### config.mk
export PLATFORM = sky130hd
export DESIGN_NAME = sysctl_reg
export DESIGN_NICKNAME = d
export VERILOG_FILES = /design/src/rtl/sysctl_reg.sv
export SDC_FILE = /design/constraint.sdc
export NUM_CORES = 1
export LEC_CHECK = 0
export ABC_AREA = 1
export ABC_CLOCK_PERIOD_IN_PS = 3700
export BUFFER_PORTS_ARGS = -buffer_cell sky130_fd_sc_hd__buf_2
export CAP_MARGIN = 20
export CORE_UTILIZATION = 43
export DETAILED_ROUTE_END_ITERATION = 8
export PLACE_DENSITY = 0.95
export SLEW_MARGIN = 20
export SYNTH_ARGS = -nofsm -noshare
export SYNTH_HDL_FRONTEND = slang
export SYNTH_SLANG_ARGS = --single-unit
### constraint.sdc
create_clock -name clk -period 3.7 [get_ports clk]
set_clock_uncertainty 0.05 [all_clocks]
set_input_delay 0.555 -clock clk [delete_from_list [all_inputs] [get_ports clk]]
set_output_delay 0.555 -clock clk [all_outputs]
set_load 0.05 [all_outputs]
### src/rtl/sysctl_reg.sv
module sysctl_reg #(
  parameter int ADDR_W = 24,
  parameter int N_CS = 8,
  parameter logic [23:0] REG_ADDR = 24'h0000F4,
  parameter logic [2:0] SUP_DATA_FC = 3'b101
) (
  input  logic              clk,
  input  logic              rst_n,
  input  logic              bus_sel,
  input  logic              bus_wr,
  input  logic [2:0]        bus_fc,
  input  logic [ADDR_W-1:0] bus_addr,
  input  logic [3:0]        bus_be,
  input  logic [31:0]       bus_wdata,
  output logic [31:0]       bus_rdata,
  input  logic [6:0]        evt_in,
  input  logic [N_CS-1:0]   cs_req,
  output logic [N_CS-1:0]   cs_out,
  output logic              bus_err,
  output logic [23:0]       ctl_out,
  output logic [23:0]       periph_base
);
  localparam int ERR_EN_BIT = 23;
  localparam int BASE_W = 12;

  logic [7:0]  stat_q;
  logic [23:0] ctl_q;
  logic        hit, acc, wr_hit, rd_hit, conflict;
  logic [31:0] lane_mask;
  logic [7:0]  clr;

  assign hit      = bus_addr[ADDR_W-1:2] == REG_ADDR[ADDR_W-1:2];
  assign acc      = bus_sel && hit && (bus_fc == SUP_DATA_FC);
  assign wr_hit   = acc && bus_wr;
  assign rd_hit   = acc && !bus_wr;
  assign lane_mask = {{8{bus_be[3]}}, {8{bus_be[2]}}, {8{bus_be[1]}}, {8{bus_be[0]}}};
  assign clr      = (wr_hit && bus_be[3]) ? bus_wdata[31:24] : 8'h00;

  assign conflict = (cs_req & (cs_req - 1'b1)) != '0;
  assign cs_out   = cs_req & (~cs_req + 1'b1);
  assign bus_err  = conflict && ctl_q[ERR_EN_BIT];

  assign bus_rdata   = rd_hit ? {stat_q, ctl_q} : 32'h0;
  assign ctl_out     = ctl_q;
  assign periph_base = {ctl_q[BASE_W-1:0], {(24-BASE_W){1'b0}}};

  always_ff @(posedge clk or negedge rst_n) begin
    if (!rst_n) begin
      stat_q <= '0;
      ctl_q  <= '0;
    end else begin
      stat_q <= (stat_q & ~clr) | {conflict, evt_in};
      if (wr_hit)
        ctl_q <= (ctl_q & ~lane_mask[23:0]) | (bus_wdata[23:0] & lane_mask[23:0]);
    end
  end

  assert_cs_onehot_R7: assert property (@(posedge clk) disable iff (!rst_n)
    $onehot0(cs_out));
  assert_cs_subset_R7: assert property (@(posedge clk) disable iff (!rst_n)
    (cs_out & ~cs_req) == '0);
  assert_cs_nonempty_R7: assert property (@(posedge clk) disable iff (!rst_n)
    (cs_req != '0) |-> (cs_out != '0));
  assert_flag_set_R5: assert property (@(posedge clk) disable iff (!rst_n)
    ($countones(cs_req) > 1) |=> stat_q[7]);
  assert_err_cause_R6: assert property (@(posedge clk) disable iff (!rst_n)
    bus_err |-> (ctl_q[ERR_EN_BIT] && $countones(cs_req) > 1));
  assert_err_every_R6: assert property (@(posedge clk) disable iff (!rst_n)
    (ctl_q[ERR_EN_BIT] && $countones(cs_req) > 1) |-> bus_err);
  assert_w1c_R4: assert property (@(posedge clk) disable iff (!rst_n)
    (bus_sel && bus_wr && hit && bus_fc == SUP_DATA_FC && bus_be[3] && bus_wdata[31]
     && $countones(cs_req) <= 1) |=> !stat_q[7]);
  assert_user_ignored_R3: assert property (@(posedge clk) disable iff (!rst_n)
    !(bus_sel && bus_wr && bus_fc == SUP_DATA_FC) |=> $stable(ctl_out));
  assert_flag_sticky_R5: assert property (@(posedge clk) disable iff (!rst_n)
    (stat_q[7] && !(bus_sel && bus_wr && bus_be[3] && bus_wdata[31])) |=> stat_q[7]);
endmodule

==> results.toml <==
[drt]
drc = 0
via_per_inst = 4.35
firstDrtPassIters = 4
vias = 2272
drtIter0Drc = 63
wl_um = 5180
avgRoutedWirePerCell_um = 9.92
ant_nets = 0

[pwr]
design_power_total_w = 0.000789
ir_drop_mv = 0.150
power_density_nw_per_um2 = 275
leakage_nw = 1.89

[setup_path]
worst-path-buf-inv = 3
arrival_ns = 2.38
crit_required_ns = 3.09
r2r_setup_slack_ns = 2.94
path_cells = "buf_2 > inv_1 > nand2_1 > nor2_1 > nand3_1 > nor2_4 > nand2_2 > nor2_1 > buf_2"
path_class = "in2out"
end_kind = "output pin"
max_stage_delay_ns = 0.50
critPathLaunchType = "input port"
path_max_fanout = 32
crit_slowest_cell = "nand2_2"
cp_top_family = "simple AND/OR/NAND/NOR gates"

[job]
cap_violations = 0

[timing]
rsz0062_at_grt = "false"
worstMarginPinSlew_ns = 0.708
clock.fmax_mhz = 335
fin_crit_sh = 0.807
finalSetupViolCount = 0
slew_violations = 0
maxSlewHeadroom = 0.528
tns_ns = 0
final_hold_viol_count = 0
fin_crit_ns = 2.98

[clocking]
clkTransAtPathRegs_ns = 0.07
cts_buffer_depth = 2
cts_sinks = 32
post-cts-setup-buffers = 0
cts_made_buffers = 5
cts_root_buf = "clkbuf_8"
cts-resized-gates = 0
h-tree-depth = 2
ctsHoldBuffers = 0
cts_tree = "done"
clk_latency_ns = 0.28

[outcome]
status = "finished, final reports clean"

[yosys]
ys_types = 17
netlist_area_sq_um = 2130
yosysWarnings = 0
synth_most_common_cell = "inv_1"
synth_flop_cell = "dfrtp_1"
synth_edf_count = 0
synth-async-reset-ratio = 1.00
synthTopCellsByCount = "inv_1 (84), nand2_1 (62), nor2_1 (56)"
ys_ff_latch = 32
synth_area_leaders = "dfrtp_1 (38%), inv_1 (15%), nand2_1 (11%), nor2_1 (9.9%), buf_4 (8.8%)"
post-synth-top-area-cell = "dfrtp_1"
postSynthCellCount = 314
seq_area_frac_synth = 0.377
synth_top_area_frac = 0.377
syn_area_per_cell_sq_um = 6.77

[cells_and_area]
drive_above_1_share = 0.391
nets = 536
antenna_cells = 0
area_growth_pct = 35.3

[global_routing]
track_usage = 0.193
grt_pass1_vias = 1877
antenna_found_initial = 0
gr-total-overflow = 0
grt_max_degree = 33
grt_pass1_wl_um = 7780

[placed_design]
io_buffers = 156
dp_hpwl_um = 4010
globalplace.congestion = 0.806

[min_path]
hold_path.class = "in2async"

[floorplan]
die_y_um = 72.3
core_sq_um = 4750
start_util = 0.447
die-area_sq_um = 5230
io_pins = 171
rows = 25
die_x_um = 72.3
## layer usage
layer	track usage	wire length, um
met5	0	0
met4	0.100	89
met3	0.0306	345
met2	0.374	2710
met1	0.196	2030
## power breakdown
part              switching, W  total (W)  internal (W)
registers      0.0000000000591   0.000350      0.000350
logic                0.0000758   0.000115     0.0000393
clock network         0.000125   0.000324      0.000200
total                 0.000201   0.000789      0.000589
## cells by family (layout without fill, tap and decap cells)
family,Yosys count,after routing,synth area share
compound gates,25,25,0.0730
simple gates,138,138,0.276
flops,32,32,0.377
other cells,1,12,0.00176
buf+inv,118,248,0.273
## stage by stage
stage	utilization	instance area [sq um]	hold WS (ns)	cells	setup WS [ns]
after floorplan	-	2170	0.209	325	1.09
after global placement	0.582	2770	0.403	514	0.744
after detailed placement	0.582	2770	0.412	514	0.661
after CTS	0.605	2880	0.292	522	0.662
after global routing	0.605	2880	0.329	522	0.476
final	0.605	2880	0.271	522	0.715
## path summary, 6_finish.rpt
| kind | start | endpoint | depth (start not counted) |
|---|---|---|---|
| min in group clk | evt_in[5] | stat_q[5] | 3 |
| max reg2reg | register | register | 2 |
| max in group asynchronous | rst_n | stat_q[4] | 1 |
| min | rst_n | async pin | 1 |
| max | bus_addr[22] | bus_rdata[0] | 9 |
| min reg2reg | stat_q[7] | stat_q[7] | 2 |
## area by class of cell
| type | instances | area (sq um) |
|---|---|---|
| timing repair buffer | 156 | 781 |
| tap | 67 | 83.8 |
| sequential | 32 | 801 |
| multi-input combinational | 175 | 787 |
| clock inverter | 2 | 35.0 |
| clock buffer | 6 | 72.6 |
| fill | 431 | 1880 |
| inverter | 84 | 315 |
## cells in the final DEF, fill, tap and decap left out, drive strengths merged
cell / n
o21ai: 25
clkinv: 1
dfrtp: 32
nand3: 6
nand2: 65
nor3: 1
conb: 12
clkbuf: 6
buf: 156
nor2: 57
nand4: 9
bufinv: 1
inv: 84
## worst reg2reg max path, stage by stage, from the launching register on
cell     delay, ns
dfrtp_1       0.41
nand2_1       0.08
o21ai_0       0.09
(Power assumes the default switching activity.)
